`config.mk`:
```
export PLATFORM = sky130hd
export DESIGN_NAME = pic_top
export DESIGN_NICKNAME = d
export VERILOG_FILES = /design/src/rtl/pic_pkg.sv /design/src/rtl/pic_cfg.sv /design/src/rtl/pic_req.sv /design/src/rtl/pic_prio.sv /design/src/rtl/pic_top.sv
export SDC_FILE = /design/constraint.sdc
export NUM_CORES = 1
export LEC_CHECK = 0
export ABC_AREA = 1
export BUFFER_PORTS_ARGS = -buffer_cell sky130_fd_sc_hd__buf_2
export CAP_MARGIN = 20
export CORE_MARGIN = 3
export CORE_UTILIZATION = 32
export DETAILED_ROUTE_END_ITERATION = 10
export PLACE_DENSITY_LB_ADDON = 0.2
export RECOVER_POWER = 25
export SLEW_MARGIN = 0
export SYNTH_ARGS = -nofsm -noshare
export SYNTH_HDL_FRONTEND = slang
export SYNTH_SLANG_ARGS = --single-unit
```
`constraint.sdc`:
```
create_clock -name clk -period 3.9 [get_ports clk]
set_clock_uncertainty 0.2 [all_clocks]
set_input_delay 0.585 -clock clk [delete_from_list [all_inputs] [get_ports clk]]
set_output_delay 0.585 -clock clk [all_outputs]
set_load 0.01 [all_outputs]
```
`src/rtl/pic_pkg.sv`:
```
`timescale 1ns/1ps
package pic_pkg;
   typedef enum logic [1:0] {
      CFG_IDLE = 2'd0,
      CFG_BASE = 2'd1,
      CFG_CASC = 2'd2,
      CFG_MODE = 2'd3
   } cfg_state_t;
endpackage

```
`src/rtl/pic_cfg.sv`:
```
`timescale 1ns/1ps
module pic_cfg
   import pic_pkg::*;
#(
   parameter int         DATA_W   = 8,
   parameter int         NUM_IN   = 8,
   parameter logic [7:0] INIT_CMD = 8'h11,
   parameter logic [7:0] EOI_CMD  = 8'h20
) (
   input  logic              clk,
   input  logic              rst_n,
   input  logic              wr_i,
   input  logic              addr_i,
   input  logic [DATA_W-1:0] wdata_i,
   output logic              configured_o,
   output logic [NUM_IN-1:0] mask_o,
   output logic [DATA_W-1:0] base_o,
   output logic [DATA_W-1:0] casc_o,
   output logic [DATA_W-1:0] mode_o,
   output logic              eoi_o,
   output logic              init_o
);
   generate
      if (DATA_W != 8) begin : g_bad_width
         $error("pic_cfg: DATA_W must be 8");
      end
      if (INIT_CMD == EOI_CMD) begin : g_bad_cmd
         $error("pic_cfg: start and end-of-interrupt commands must differ");
      end
   endgenerate

   cfg_state_t state_q;
   logic       wr_even, wr_odd;

   always_comb begin
      wr_even = wr_i && !addr_i;
      wr_odd  = wr_i && addr_i;
      init_o  = wr_even && (wdata_i == INIT_CMD);
      eoi_o   = wr_even && (wdata_i == EOI_CMD) && configured_o && (state_q == CFG_IDLE);
   end

   always_ff @(posedge clk or negedge rst_n) begin
      if (!rst_n) begin
         state_q      <= CFG_IDLE;
         configured_o <= 1'b0;
         mask_o       <= '1;
         base_o       <= '0;
         casc_o       <= '0;
         mode_o       <= '0;
      end else if (init_o) begin
         state_q      <= CFG_BASE;
         configured_o <= 1'b0;
         mask_o       <= '0;
      end else if (wr_odd) begin
         unique case (state_q)
            CFG_BASE: begin
               base_o  <= wdata_i;
               state_q <= CFG_CASC;
            end
            CFG_CASC: begin
               casc_o  <= wdata_i;
               state_q <= CFG_MODE;
            end
            CFG_MODE: begin
               mode_o       <= wdata_i;
               state_q      <= CFG_IDLE;
               configured_o <= 1'b1;
            end
            default: begin
               if (configured_o) mask_o <= wdata_i[NUM_IN-1:0];
            end
         endcase
      end
   end

   p_mask_load_r3: assert property (@(posedge clk) disable iff (!rst_n)
      (wr_odd && configured_o && state_q == CFG_IDLE) |=> (mask_o == $past(wdata_i[NUM_IN-1:0])));
   p_seq_done_r2: assert property (@(posedge clk) disable iff (!rst_n)
      (wr_odd && state_q == CFG_MODE && !init_o) |=> (configured_o && mode_o == $past(wdata_i)));
   p_init_clears_r1: assert property (@(posedge clk) disable iff (!rst_n)
      init_o |=> (!configured_o && mask_o == '0));
endmodule

```
`src/rtl/pic_req.sv`:
```
`timescale 1ns/1ps
module pic_req #(
   parameter int NUM_IN      = 8,
   parameter int SYNC_STAGES = 2
) (
   input  logic              clk,
   input  logic              rst_n,
   input  logic [NUM_IN-1:0] req_i,
   input  logic              clr_all_i,
   input  logic [NUM_IN-1:0] clr_i,
   output logic [NUM_IN-1:0] irr_o
);
   generate
      if (SYNC_STAGES < 2) begin : g_bad_sync
         $error("pic_req: SYNC_STAGES must be at least 2");
      end
   endgenerate

   logic [SYNC_STAGES-1:0][NUM_IN-1:0] sync_q;
   logic [NUM_IN-1:0]                  prev_q, rise;

   generate
      for (genvar s = 0; s < SYNC_STAGES; s++) begin : g_sync
         if (s == 0) begin : g_first
            always_ff @(posedge clk or negedge rst_n) begin
               if (!rst_n) sync_q[s] <= '0;
               else        sync_q[s] <= req_i;
            end
         end else begin : g_next
            always_ff @(posedge clk or negedge rst_n) begin
               if (!rst_n) sync_q[s] <= '0;
               else        sync_q[s] <= sync_q[s-1];
            end
         end
      end
   endgenerate

   always_ff @(posedge clk or negedge rst_n) begin
      if (!rst_n) prev_q <= '0;
      else        prev_q <= sync_q[SYNC_STAGES-1];
   end

   assign rise = sync_q[SYNC_STAGES-1] & ~prev_q;

   always_ff @(posedge clk or negedge rst_n) begin
      if (!rst_n)         irr_o <= '0;
      else if (clr_all_i) irr_o <= '0;
      else                irr_o <= (irr_o & ~clr_i) | rise;
   end

   p_edge_sets_r4: assert property (@(posedge clk) disable iff (!rst_n)
      (|(rise & ~clr_i) && !clr_all_i) |=> ((irr_o & $past(rise)) == $past(rise)));
   p_no_spurious_r4: assert property (@(posedge clk) disable iff (!rst_n)
      (rise == '0) |=> ((irr_o & ~$past(irr_o)) == '0));
endmodule

```
`src/rtl/pic_prio.sv`:
```
`timescale 1ns/1ps
module pic_prio #(
   parameter int NUM_IN = 8,
   parameter int IDX_W  = (NUM_IN > 1) ? $clog2(NUM_IN) : 1
) (
   input  logic [NUM_IN-1:0] pend_i,
   input  logic [NUM_IN-1:0] isr_i,
   output logic              win_o,
   output logic [IDX_W-1:0]  idx_o,
   output logic [NUM_IN-1:0] onehot_o
);
   logic [NUM_IN-1:0] svc_at_or_above, allow;

   generate
      for (genvar i = 0; i < NUM_IN; i++) begin : g_block
         if (i == 0) begin : g_top
            assign svc_at_or_above[i] = isr_i[i];
         end else begin : g_rest
            assign svc_at_or_above[i] = svc_at_or_above[i-1] | isr_i[i];
         end
         assign allow[i] = pend_i[i] & ~svc_at_or_above[i];
      end
   endgenerate

   always_comb begin
      idx_o    = '0;
      onehot_o = '0;
      for (int i = NUM_IN - 1; i >= 0; i--) begin
         if (allow[i]) begin
            idx_o    = IDX_W'(i);
            onehot_o = '0;
            onehot_o[i] = 1'b1;
         end
      end
      win_o = |allow;
   end

   always_comb begin
      assert (!win_o || ((onehot_o & pend_i) == onehot_o && $onehot(onehot_o)))
         else $error("p_win_valid_r5: selected input not pending");
   end
endmodule

```
`src/rtl/pic_top.sv`:
```
`timescale 1ns/1ps
module pic_top #(
   parameter int         NUM_IN      = 8,
   parameter int         DATA_W      = 8,
   parameter int         SYNC_STAGES = 2,
   parameter logic [7:0] INIT_CMD    = 8'h11,
   parameter logic [7:0] EOI_CMD     = 8'h20
) (
   input  logic              clk,
   input  logic              rst_n,
   input  logic              bus_wr_i,
   input  logic              bus_addr_i,
   input  logic [DATA_W-1:0] bus_wdata_i,
   output logic [DATA_W-1:0] bus_rdata_o,
   input  logic [NUM_IN-1:0] req_i,
   output logic              irq_o,
   input  logic              ack_i,
   output logic              vec_valid_o,
   output logic [DATA_W-1:0] vector_o,
   output logic [DATA_W-1:0] cfg_casc_o,
   output logic [DATA_W-1:0] cfg_mode_o
);
   localparam int IDX_W = (NUM_IN > 1) ? $clog2(NUM_IN) : 1;

   generate
      if (NUM_IN < 1 || NUM_IN > DATA_W) begin : g_bad_inputs
         $error("pic_top: NUM_IN must be between 1 and DATA_W");
      end
   endgenerate

   logic              configured, eoi, init;
   logic [NUM_IN-1:0] mask, irr, isr_q, pend, win_oh, eoi_oh, ack_oh;
   logic [DATA_W-1:0] base;
   logic              win, take;
   logic [IDX_W-1:0]  win_idx;

   pic_cfg #(.DATA_W(DATA_W), .NUM_IN(NUM_IN), .INIT_CMD(INIT_CMD), .EOI_CMD(EOI_CMD)) u_cfg (
      .clk(clk), .rst_n(rst_n), .wr_i(bus_wr_i), .addr_i(bus_addr_i), .wdata_i(bus_wdata_i),
      .configured_o(configured), .mask_o(mask), .base_o(base), .casc_o(cfg_casc_o),
      .mode_o(cfg_mode_o), .eoi_o(eoi), .init_o(init)
   );

   pic_req #(.NUM_IN(NUM_IN), .SYNC_STAGES(SYNC_STAGES)) u_req (
      .clk(clk), .rst_n(rst_n), .req_i(req_i), .clr_all_i(init), .clr_i(ack_oh), .irr_o(irr)
   );

   assign pend = irr & ~mask;

   pic_prio #(.NUM_IN(NUM_IN), .IDX_W(IDX_W)) u_prio (
      .pend_i(pend), .isr_i(isr_q), .win_o(win), .idx_o(win_idx), .onehot_o(win_oh)
   );

   assign irq_o  = configured && win;
   assign take   = ack_i && irq_o;
   assign ack_oh = take ? win_oh : '0;

   always_comb begin
      eoi_oh = '0;
      for (int i = NUM_IN - 1; i >= 0; i--) begin
         if (isr_q[i]) begin
            eoi_oh    = '0;
            eoi_oh[i] = 1'b1;
         end
      end
      if (!eoi) eoi_oh = '0;
   end

   always_ff @(posedge clk or negedge rst_n) begin
      if (!rst_n)    isr_q <= '0;
      else if (init) isr_q <= '0;
      else           isr_q <= (isr_q & ~eoi_oh) | ack_oh;
   end

   always_ff @(posedge clk or negedge rst_n) begin
      if (!rst_n) begin
         vec_valid_o <= 1'b0;
         vector_o    <= '0;
      end else begin
         vec_valid_o <= take;
         if (take) vector_o <= base + DATA_W'(win_idx);
      end
   end

   always_comb begin
      bus_rdata_o = '0;
      if (bus_addr_i) bus_rdata_o[NUM_IN-1:0] = mask;
      else            bus_rdata_o[NUM_IN-1:0] = isr_q;
   end

   p_quiet_unconfig_r1: assert property (@(posedge clk) disable iff (!rst_n)
      !configured |-> !irq_o);
   p_ack_valid_r6: assert property (@(posedge clk) disable iff (!rst_n)
      (ack_i && irq_o) |=> vec_valid_o);
   p_ack_isr_grow_r6: assert property (@(posedge clk) disable iff (!rst_n)
      (ack_i && irq_o && !eoi && !init) |=> ($countones(isr_q) == $past($countones(isr_q)) + 1));
   p_idle_ack_r7: assert property (@(posedge clk) disable iff (!rst_n)
      !(ack_i && irq_o) |=> !vec_valid_o);
   p_idle_ack_hold_r7: assert property (@(posedge clk) disable iff (!rst_n)
      (ack_i && !irq_o && !eoi && !init) |=> $stable(isr_q));
   p_eoi_drop_r8: assert property (@(posedge clk) disable iff (!rst_n)
      (eoi && isr_q != '0 && !take) |=> ($countones(isr_q) == $past($countones(isr_q)) - 1));
   p_irq_pending_r5: assert property (@(posedge clk) disable iff (!rst_n)
      irq_o |-> (pend != '0));
endmodule

```
# ---- Word level (Yosys, flattened, before mapping)
# Index checks and enable logic that the tools add are counted.
dict set report op_classes {
  bitwise 34
  n_reduce_logical 22
  n_addsub 1
  eq_ne 6
  muxes 39
}
# op n
set ops {}
lappend ops {{8-bit 2-to-1 mux} 25}
lappend ops {{8-bit bitwise AND} 4}
lappend ops {{8-bit NOT} 4}
lappend ops {{3-bit 2-to-1 mux} 8}
lappend ops {{8-bit OR} 2}
lappend ops {{3-bit AND reduction} 4}
lappend ops {{1-bit NOT} 9}
lappend ops {{8-bit by 3-bit adder with 8-bit output} 1}
lappend ops {{1-bit bitwise AND} 8}
lappend ops {{8-bit by 5-bit == test with 1-bit output, second input constant} 1}
lappend ops {{8-bit by 6-bit == test with 1-bit output, second input constant} 1}
lappend ops {{1-bit logical AND} 8}
lappend ops {{8-bit OR reduction} 1}
lappend ops {{1-bit OR} 7}
lappend ops {{2-bit one-hot mux with 3 select lines} 1}
lappend ops {{2-bit nonzero test} 3}
lappend ops {{2-bit == test, second input constant} 2}
lappend ops {{2-bit 2-to-1 mux} 2}
lappend ops {{2-bit AND reduction} 2}
lappend ops {{4-bit nonzero test} 1}
lappend ops {{1-bit 2-to-1 mux} 3}
lappend ops {{3-bit OR reduction} 1}
lappend ops {{2-bit by 1-bit == test with 1-bit output, second input constant} 1}
lappend ops {{2-bit zero test} 1}
lappend ops {{2 further kinds} 2}
dict set report word_totals {
  reg_bits 84
  out_inout_bits 34
  input_bits 21
  wordCells 115
}

# ---- Longest topological paths before layout
# Gate-level depths: netlist of run 1.
dict set report depth {
  depth_word 22
  mapped_depth 15
  mapped_depth_nobuf 15
}

# ---- Hierarchy
# A second synthesis of run 1 with hierarchy kept.
dict set report hier_totals {
  cells_unflattened 450
  area_unflattened_um2 3990.1
}
# module area_per_inst_um2 seq_area_each_um2 cells_each n_inst
set modules_own_cells {}
lappend modules_own_cells {pic_cfg 1567.8 885.8 170 1}
lappend modules_own_cells {pic_top 1154.9 425.4 153 1}
lappend modules_own_cells {pic_req 1002.2 800.8 73 1}
lappend modules_own_cells {pic_prio 265.3 0.0 54 1}

# ---- Least setup slack after synthesis of run 1
# No wires, ideal clock.
dict set report synth_path {
  kind {reg-to-reg}
  from {reg isr_q[0]}
  to {reg vector_o[6]}
  setup_slack_ps 1219
  setup_ps 83
  synth_period_minus_slack_ps 2681
  stages_incl_launch_ff 16
  t_arrival_ps 2399
  n_path_buf 0
  t_required_ps 3617
  path_cell_list {dfrtp_1 -> nor2_4 -> nand3_4 -> nor2_2 -> inv_1 -> nor4_1 -> o211ai_1 -> a21oi_1 -> ha_1 -> fa_1 -> nand2_1 -> inv_1 -> o21ai_0 -> nand3b_1 -> xor2_1 -> o21ai_0}
}
dict set report synth_between {
  elab_chain_cells 18
  elab_cells_between_ends 35
  cone_classes {add/sub: 1; mux: 8; bitwise: 23; reduce/logical: 3}
}
# element line_no
set synth_lines {}
lappend synth_lines {{start, declared} pic_top.sv:32} ;# logic [NUM_IN-1:0] mask, irr, isr_q, pend, win_oh, eoi_oh, ack_oh;
lappend synth_lines {{start signal, assigned} pic_top.sv:71} ;# else isr_q <= (isr_q & ~eoi_oh) | ack_oh;
lappend synth_lines {{1-bit OR (7 in series)} pic_prio.sv:19} ;# assign svc_at_or_above[i] = svc_at_or_above[i-1] | isr_i[i];
lappend synth_lines {{1-bit NOT} pic_prio.sv:21} ;# assign allow[i] = pend_i[i] & ~svc_at_or_above[i];
lappend synth_lines {{1-bit bitwise AND} pic_prio.sv:21}
lappend synth_lines {{3-bit 2-to-1 mux (8 in series)} pic_prio.sv:29} ;# if (allow[i]) begin
lappend synth_lines {{8-bit by 3-bit adder with 8-bit output} pic_top.sv:80} ;# if (take) vector_o <= base + DATA_W'(win_idx);
lappend synth_lines {{end signal, assigned} pic_top.sv:80}
lappend synth_lines {{end, declared} pic_top.sv:19} ;# output logic [DATA_W-1:0] vector_o,
# Several ways; a longest one is shown, not always the timed one.
# A chain may end at the register's enable or synchronous reset.

# ---- Worst setup path in the final report of run 1
# Same ends and word-level chain as after synthesis.

==> flow_summary_export.csv, run 1 <==
group,metric,value,unit
logic_synthesis,ys_types,36,
setup_path,cp_top_family,"simple AND/OR/NAND/NOR gates",
cts,clock-sinks,84,
placed_design,dpl-instance-area,4100,um2
setup_path,cp_max_fo,5,
cts,htreeDepth,3,
logic_synthesis,syn-num-nets,413,
sta,timing.fmax,0.337,GHz
logic_synthesis,ys_seq_area_frac,0.573,
setup_path,endpoint,"vector_o[6]",
setup_path,cp-start-kind,"flip-flop",
global_route,grt_start_max_net_pins,85,
setup_path,worst-path-stages,15,
die,rows,38,
cts,clkSlewWorstSetupHoldPaths,0.06,ns
logic_synthesis,postSynthCellCount,388,
global_route,track_usage,0.140,
sta,tns,0,ns
cts,numCtsBuffers,9,
routing,wire_per_inst,14.1,um
cells_and_area,fin_cells,593,
logic_synthesis,ys_async_sr_fraction,1.00,
global_route,grt_pass1_wl,14.2,mm
sta,setup_viol,0,
setup_path,cp_cell_sequence,"nor2_4 > nand3_4 > nor2_2 > inv_1 > nor4_1 > o211ai_1 > a21oi_1 > ha_1 > fa_1 > nand2_1 > inv_1 > o21ai_0 > nand3b_1 > xor2_1 > o21ai_0",
setup_path,arrival,3.02,ns
setup_path,rrSetupSlack,0.93,ns
routing,drt_iter0_markers,126,
cts,cts_tree,"built",
pwr,ir_drop,285,uV
logic_synthesis,postSynthAreaPerCell,9.50,um2
logic_synthesis,ys_seq_elements,84,
placed_design,dp_cells,575,
routing,detail-route-antenna-nets,0,
sta,rsz0062_at_grt,"false",
run,maxCapViolCount,0,
routing,vias,2772,
global_route,antenna_found_initial,0,
cts,clockBufferDepth,2,
setup_path,critPathBufInv,2,
placed_design,finalWeightedCongestion,0.878,
cts,clk_latency,0.33,ns
placed_design,io_buffers,54,
logic_synthesis,synth_edf_count,0,
sta,worst_pin_slew,0.874,ns
sta,slew-limit-headroom,0.417,
setup_path,cp_data_required_time,3.95,ns
cts,cts_resized,0,
sta,post-route-period-util,0.761,
die,core,11000,um2
pwr,cellLeakagePower,2.24,nW
sta,final_max_slew_viol_count,0,
routing,viasPerCell,4.67,
cells_and_area,drive_gt1_frac,0.247,
cells_and_area,final_cell_mix,"nand2_1 (83), dfrtp_1 (76), buf_2 (53)",
die,die_y,113,um
sta,final-hold-violation-count,0,
routing,drt_wl_total,8.33,mm
cells_and_area,diodes,0,
setup_path,crit_path_max_incr_delay,0.45,ns
cts,cts_setup_buffers,0,
sta,min_period,2.97,ns
setup_path,r2r_start,"isr_q[0]",
die,dieArea,12800,um2
die,pin_count,55,
placed_design,hpwlAfterDp,6.13,mm
pwr,finalPower,3.04,mW
logic_synthesis,synth_ff_type,"dfrtp_1",
pwr,power_density,688,nW/um2
setup_path,slowest_stage,"dfrtp_1",
cells_and_area,fin_util,0.401,
setup_path,reg2reg_to,"vector_o[6]",
setup_path,crit_type,"reg -> reg",
hold_path,holdCritPathClass,"reg -> reg",
global_route,grt_pass1_vias,2754,
routing,drc,0,
setup_path,endpoint_kind,"flip-flop",
cts,root_buffer,"clkbuf_16",
logic_synthesis,ys_warn_count,0,
cells_and_area,area.growth.synth_to_final,20.0,%
cells_and_area,final_cell_area,4420,um2
global_route,overflow,0,
cells_and_area,final_common_cell,"nand2_1",
logic_synthesis,syn-cell-area,3690,um2
setup_path,reg2regPathDepth,15,
routing,dr.pass1.iters,4,
die,die_width,113,um
cells_and_area,fin_nets,473,
outcome,status,"finished, final reports clean",
die,start_util,0.334,
setup_path,startpoint,"isr_q[0]",
routing by layer:
| layer | GRT usage | share of wire | routed length (um) |
|---|---|---|---|
| met2 | 0.207 | 0.46 | 3820 |
| met4 | 0.0457 | 0.015 | 129 |
| met1 | 0.200 | 0.47 | 3880 |
| met5 | 0 | 0 | 0 |
| met3 | 0.0380 | 0.060 | 501 |
power breakdown:
group / switching [mW] / internal (mW) / total [mW]
logic: 0.568 / 0.338 / 0.906
registers: 0.174 / 1.15 / 1.32
clock network: 0.333 / 0.483 / 0.815
worst register-to-register path, cell delays in order, from the launching register on:
cell and delay (ns):
dfrtp_1 0.45, nor2_4 0.19, nand3_4 0.11, nor2_2 0.16, inv_1 0.08, nor4_1 0.31
o211ai_1 0.13, a21oi_1 0.16, ha_1 0.21, fa_1 0.21, nand2_1 0.06, inv_1 0.06
o21ai_0 0.11, nand3b_1 0.20, xor2_1 0.15, o21ai_0 0.13
final cells by class:
class	instances	area [um2]
inverter	53	199
fill	1142	6610
tap	140	175
multi-input combinational	243	1330
clock inverter	3	20.0
clock buffer	13	270
sequential	84	2110
timing repair buffer	57	314
flip-flops by register name, indices dropped and copies added, names as in the netlist, 2 cells and up:
signal and flops:
u_cfg.mode_o 8, u_cfg.base_o 8, vector_o 8, u_req.prev_q 8, u_req.irr_o 8, u_cfg.state_q 2
u_req.sync_q 16, u_cfg.casc_o 8, isr_q 8, u_cfg.mask_o 8
cells in the mapped netlist (2+ instances only):
library cell	count	area share
a21oi_1	15	0.020
a21oi_2	8	0.019
clkbuf_1	5	0.0051
dfrtp_1	76	0.52
dfstp_2	8	0.057
ha_1	3	0.010
inv_1	52	0.053
nand2_1	83	0.085
nand2_2	3	0.0051
nand3_1	13	0.018
nand3_2	7	0.019
nand3_4	2	0.0095
nand3b_1	2	0.0041
nand4_1	6	0.010
nor2_1	21	0.021
nor2_2	3	0.0051
nor2_4	5	0.015
nor3_1	5	0.0068
nor4_1	3	0.0051
o211ai_1	2	0.0041
o21ai_0	45	0.061
o21ai_1	3	0.0041
o21ai_2	2	0.0048
xor2_1	4	0.0095
per-stage QoR:
step	hold WS, ns	worst slack [ns]
final	0.147	0.933
after global placement	0.133	1.04
after floorplan	0.0894	1.22
after global routing	0.140	0.616
after CTS	0.139	0.919
after detailed placement	0.135	0.932
what timing repair did:
item                       in CTS  in global routing
hold buffers                    0                  1
hold endpoints to repair        0                 13
setup endpoints to repair       0                  0
worst min-delay path by stage:
stage               startpoint          endpoint  slack [ns]  depth (start not counted)
2_1_floorplan            rst_n          isr_q[0]        0.09                          0
3_3_place_gp   u_req.sync_q[1]   u_req.sync_q[9]        0.13                          0
3_5_place_dp   u_req.sync_q[2]  u_req.sync_q[10]        0.13                          0
4_1_cts               req_i[1]   u_req.sync_q[1]        0.14                          1
5_1_grt               req_i[0]   u_req.sync_q[0]        0.14                          1
6_report       u_req.sync_q[2]  u_req.sync_q[10]        0.15                          0
kinds of logic (layout without fill, tap and decap cells):
logic type,Yosys count,after routing,synth area share
adder cells (fa/ha/maj),4,4,0.0156
AND/OR/NAND/NOR,157,157,0.217
flip-flops,84,84,0.573
buffers and inverters,61,126,0.0655
AO/OA/AOI/OAI,77,77,0.117
XOR/XNOR,5,5,0.0119
Power figures use the tool's default switching activity.
==> run 2, diff against run 1 <==
clock period = 3 ns   (was 3.9 ns; I/O delays follow)
==> run 2 against run 1 <==
Critical path type unchanged; combinational power rose by 30%; design area rose by 1.6%; clock power rose by 40%; via count fell by 0.36%; register-to-register slack got worse by 0.65 ns; global-route usage rose by 0.42 points; utilization rose by 0.64 points; critical path depth did not move; wire length rose by 1.1%; hold slack got worse by 0.13 ns; first-iteration DRC count fell by 10%.
==> flow_summary_export.csv, run 2 (same netlist as run 1, synthesis figures left out) <==
group,metric,value,unit
sta,final-hold-violation-count,0,
global_route,grt_pass1_wl,14.5,mm
cells_and_area,diodes,0,
setup_path,crit_path_max_incr_delay,0.44,ns
setup_path,arrival,2.77,ns
cts,htreeDepth,3,
hold_path,hold_path_end,"u_req.sync_q[6]",
sta,tns,0,ns
cts,clk_latency,0.33,ns
routing,drt_iter0_markers,113,
cells_and_area,regMostFlops,"u_req.sync_q",
setup_path,cp_cell_sequence,"nor2_4 > nand3_4 > nor2_4 > inv_1 > nor4_2 > o211ai_1 > a21oi_1 > ha_1 > fa_1 > nand2_1 > inv_1 > o21ai_2 > nand3b_1 > xor2_1 > o21ai_0",
run,maxCapViolCount,0,
routing,drt_wl_total,8.42,mm
routing,vias,2762,
global_route,grt_start_max_net_pins,62,
hold_path,holdCritPathClass,"in -> reg",
cts,numCtsBuffers,9,
sta,final_max_slew_viol_count,0,
pwr,ir_drop,339,uV
cells_and_area,largest_reg_flops,16,
routing,dr.pass1.iters,4,
setup_path,endpoint_kind,"flip-flop",
sta,setup_viol,0,
die,die_width,113,um
pwr,power_density,901,nW/um2
global_route,antenna_found_initial,0,
outcome,status,"finished, final reports clean",
sta,min_period,2.72,ns
cts,root_buffer,"clkbuf_16",
sta,post-route-period-util,0.906,
setup_path,r2r_start,"isr_q[0]",
setup_path,cp_top_family,"simple AND/OR/NAND/NOR gates",
cts,clkSlewWorstSetupHoldPaths,0.06,ns
cells_and_area,area.growth.synth_to_final,21.9,%
sta,slew-limit-headroom,0.107,
placed_design,dpl-instance-area,4130,um2
cells_and_area,fin_nets,477,
cts,cts_setup_buffers,0,
setup_path,cp_max_fo,5,
setup_path,crit_type,"reg -> reg",
setup_path,reg2regPathDepth,15,
die,rows,38,
cells_and_area,final_cell_area,4490,um2
pwr,cellLeakagePower,2.27,nW
hold_path,hp-start,"req_i[6]",
cells_and_area,fin_util,0.407,
die,dieArea,12800,um2
sta,rsz0062_at_grt,"false",
placed_design,hpwlAfterDp,6.28,mm
placed_design,finalWeightedCongestion,0.894,
setup_path,critPathBufInv,2,
cells_and_area,final_common_cell,"nand2_1",
hold_path,hold_depth,1,
die,pin_count,55,
routing,viasPerCell,4.63,
cells_and_area,final_cell_mix,"nand2_1 (83), dfrtp_1 (75), buf_2 (53)",
die,die_y,113,um
routing,drc,0,
routing,wire_per_inst,14.1,um
setup_path,rrSetupSlack,0.28,ns
placed_design,io_buffers,54,
setup_path,cp-start-kind,"flip-flop",
cells_and_area,drive_gt1_frac,0.258,
cts,clock-sinks,84,
die,start_util,0.334,
cts,clockBufferDepth,2,
die,core,11000,um2
global_route,overflow,0,
global_route,track_usage,0.144,
setup_path,slowest_stage,"dfrtp_2",
sta,timing.fmax,0.368,GHz
setup_path,cp_data_required_time,3.06,ns
setup_path,reg2reg_to,"vector_o[6]",
sta,worst_pin_slew,1.34,ns
routing,detail-route-antenna-nets,0,
global_route,grt_pass1_vias,2855,
cts,cts_tree,"built",
## run 2: changes by cell type in the layout (fill, tap and decap cells not counted), moves of 2 or more
cell	previous run	this run
buf_4	1	3
dlygate4sd3_1	1	3
nor2_2	3	1
nor2_4	5	7
## run 2: worst max path at each step
stage,from,to,slack (ns),cells past startpoint
final,isr_q[0],vector_o[6],0.28,15
after global routing,isr_q[0],vector_o[6],0.04,15
after CTS,isr_q[0],vector_o[6],0.1,15
after detailed placement,isr_q[0],vector_o[6],0.11,15
after global placement,isr_q[0],vector_o[6],0.20,15
after floorplan,isr_q[0],vector_o[6],0.32,15
## run 2: stage by stage
stage	hold slack [ns]	power, mW	cells	setup slack [ns]
3_5_place_dp	0.136	2.94	578	0.107
4_1_cts	0.00275	4.09	595	0.0966
3_3_place_gp	0.132	2.92	578	0.199
5_1_grt	0.00126	4.35	597	0.0372
6_report	0.0170	4.05	597	0.283
2_1_floorplan	-0.0456	2.50	388	0.319
## run 2: where the power goes
part | internal, mW | switching, mW | total [mW]
registers | 1.49 | 0.235 | 1.73
clock network | 0.692 | 0.450 | 1.14
logic | 0.442 | 0.737 | 1.18
total | 2.63 | 1.42 | 4.05
## run 2: layout make-up
class                   count  area [um2]
fillers                  1134        6540
well taps                 140         175
inverters                  53         199
flip-flops and latches     84        2110
clock buffers              11         253
repair buffers             61         342
clock inverters             5        58.8
multi-input cells         243        1350
## run 2: timing repair
action | in CTS | in global routing
hold endpoints to repair | 21 | 2
gates resized for setup | 0 | 6
setup endpoints to repair | 0 | 2
hold buffers | 1 | 2
## run 2: layer usage
metal,global-route usage,up-vias,routed length (um)
met5,0,-,0
met4,0.0657,0,214
met3,0.0342,15,442
met2,0.214,65,3730
met1,0.200,1296,4030
li1,-,1386,-
==> run 3, diff against run 2 <==
CORE_UTILIZATION = 45   (was 32)
==> run 3 against run 2 <==
Die area down 27%; cell count down 5.4%; combinational power about the same; design area down 2.7%; clock power down 34%; count of clock-buffer cells in the layout down 2; via count up 0.51%; maximum frequency down 1.5%; sequential power about the same; register-to-register slack worse by 0.04 ns; flip-flop and latch count unchanged; first-iteration DRC count up 61%; largest cell class unchanged; largest power group unchanged.
==> flow_summary_export.csv, run 3 (same netlist as run 1, synthesis figures left out) <==
group,metric,value,unit
cts,cts_tree,"built",
pwr,ir_drop,467,uV
sta,post-route-period-util,0.920,
global_route,track_usage,0.187,
routing,drt_iter0_markers,182,
pwr,finalPower,3.67,mW
sta,min_period,2.76,ns
placed_design,place_ws,0.0334,ns
cells_and_area,area.growth.synth_to_final,18.6,%
die,pin_count,55,
cells_and_area,multi_input_area,1360,um2
setup_path,cp_max_fo,5,
sta,timing.fmax,0.362,GHz
cts,numCtsBuffers,9,
routing,vias,2776,
die,rows,32,
cells_and_area,fin_util,0.557,
cells_and_area,largest_reg_flops,16,
die,die_y,96.5,um
cells_and_area,register_area,2110,um2
cells_and_area,final_cell_mix,"nand2_1 (83), dfrtp_1 (75), buf_2 (53)",
setup_path,cp_data_required_time,3.04,ns
die,start_util,0.470,
run,maxCapViolCount,0,
cts,clockBufferDepth,2,
cts,cts_setup_buffers,0,
sta,worst_pin_slew,1.01,ns
cells_and_area,fin_nets,483,
setup_path,reg2regPathDepth,15,
cells_and_area,final_common_cell,"nand2_1",
cells_and_area,final_cell_area,4370,um2
setup_path,crit_type,"reg -> reg",
sta,final_max_slew_viol_count,0,
cts,htreeDepth,3,
sta,rsz0062_at_grt,"false",
hold_path,hold_depth,3,
cts,clk_latency,0.35,ns
routing,detail-route-antenna-nets,0,
placed_design,dpl-instance-area,4070,um2
global_route,grt_start_max_net_pins,85,
sta,setup_viol,0,
global_route,antenna_found_initial,0,
cells_and_area,diodes,0,
global_route,grt_pass1_wl,13.1,mm
placed_design,hpwlAfterDp,5.82,mm
cells_and_area,regMostFlops,"u_req.sync_q",
routing,wire_per_inst,14.4,um
routing,drt_wl_total,8.15,mm
pwr,cellLeakagePower,2.23,nW
die,dieArea,9310,um2
setup_path,cp-start-kind,"flip-flop",
sta,tns,0,ns
routing,drc,0,
setup_path,arrival,2.79,ns
cells_and_area,fillers,755,
outcome,status,"finished, final reports clean",
hold_path,holdCritPathClass,"in -> reg",
global_route,overflow,0,
cells_and_area,drive_gt1_frac,0.257,
die,core,7850,um2
cts,clock-sinks,84,
placed_design,io_buffers,54,
pwr,power_density,841,nW/um2
routing,dr.pass1.iters,4,
cts,root_buffer,"clkbuf_8",
sta,fin_ws,0.241,ns
routing,viasPerCell,4.91,
placed_design,finalWeightedCongestion,0.960,
sta,final-hold-violation-count,0,
setup_path,endpoint_kind,"flip-flop",
global_route,grt_pass1_vias,2674,
die,die_width,96.5,um
cts,clkSlewWorstSetupHoldPaths,0.09,ns
sta,slew-limit-headroom,0.324,
[run 3: changes by cell type in the layout (fill, tap and decap cells not counted), moves of 2 or more]
cell           previous run  this run
o21ai_1                   3         5
clkbuf_8                  2         9
clkinv_4                  0         2
clkbuf_16                 9         0
inv_6                     1         3
dlygate4sd3_1             3         9
[run 3: stage by stage]
step / hold slack, ns / cells
after floorplan: -0.0456 / 388
after global placement: 0.132 / 539
after detailed placement: 0.135 / 539
after CTS: 0.111 / 563
after global routing: 0.153 / 565
final: 0.136 / 565
[run 3: repair_timing]
item                                    CTS  global route
endpoints found under the setup margin    1             2
hold endpoints to repair                  8             9
hold buffers                              8             1
resized for setup                         1             8
[run 3: critical path, cell delays in order (launching register included)]
cell and delay [ns]:
dfrtp_1 0.47, inv_1 0.08, nand3_1 0.13, nor2_4 0.06, inv_1 0.11, nor4_4 0.05, o211ai_1 0.21, a21oi_2 0.09
ha_1 0.21, fa_1 0.38, nand2_1 0.08, inv_1 0.04, o21ai_1 0.16, nand3b_1 0.14, xor2_1 0.15, o21ai_1 0.08
[run 3: final timing paths]
path | start | to | slack (ns)
max | isr_q[4] | vector_o[6] | 0.24
min | bus_wdata_i[7] | u_cfg.mask_o[7] | 0.14
max reg2reg | isr_q[4] | vector_o[6] | 0.24
min reg2reg | u_req.sync_q[1] | u_req.sync_q[9] | 0.16
max in group asynchronous | rst_n | isr_q[0] | 0.77
min in group asynchronous | rst_n | u_req.prev_q[5] | 0.36
[run 3: cell type report]
cell class	instances	share of cell area
Sequential cell	84	0.484
Multi-Input combinational cell	243	0.311
Timing Repair Buffer	67	0.0890
Inverter	53	0.0455
Tap cell	102	0.0292
Clock buffer	9	0.0283
Clock inverter	7	0.0129
[run 3: power by group]
group | switching (mW) | internal [mW]
registers | 0.228 | 1.49
clock network | 0.445 | 0.311
logic | 0.751 | 0.448
total | 1.42 | 2.25
[run 3: metal layers]
layer	vias to the layer above	GRT usage	routed length (um)
met5	-	0	0
met4	0	0.0643	129
met3	9	0.0418	356
met2	68	0.279	3780
met1	1304	0.270	3890
li1	1395	-	-
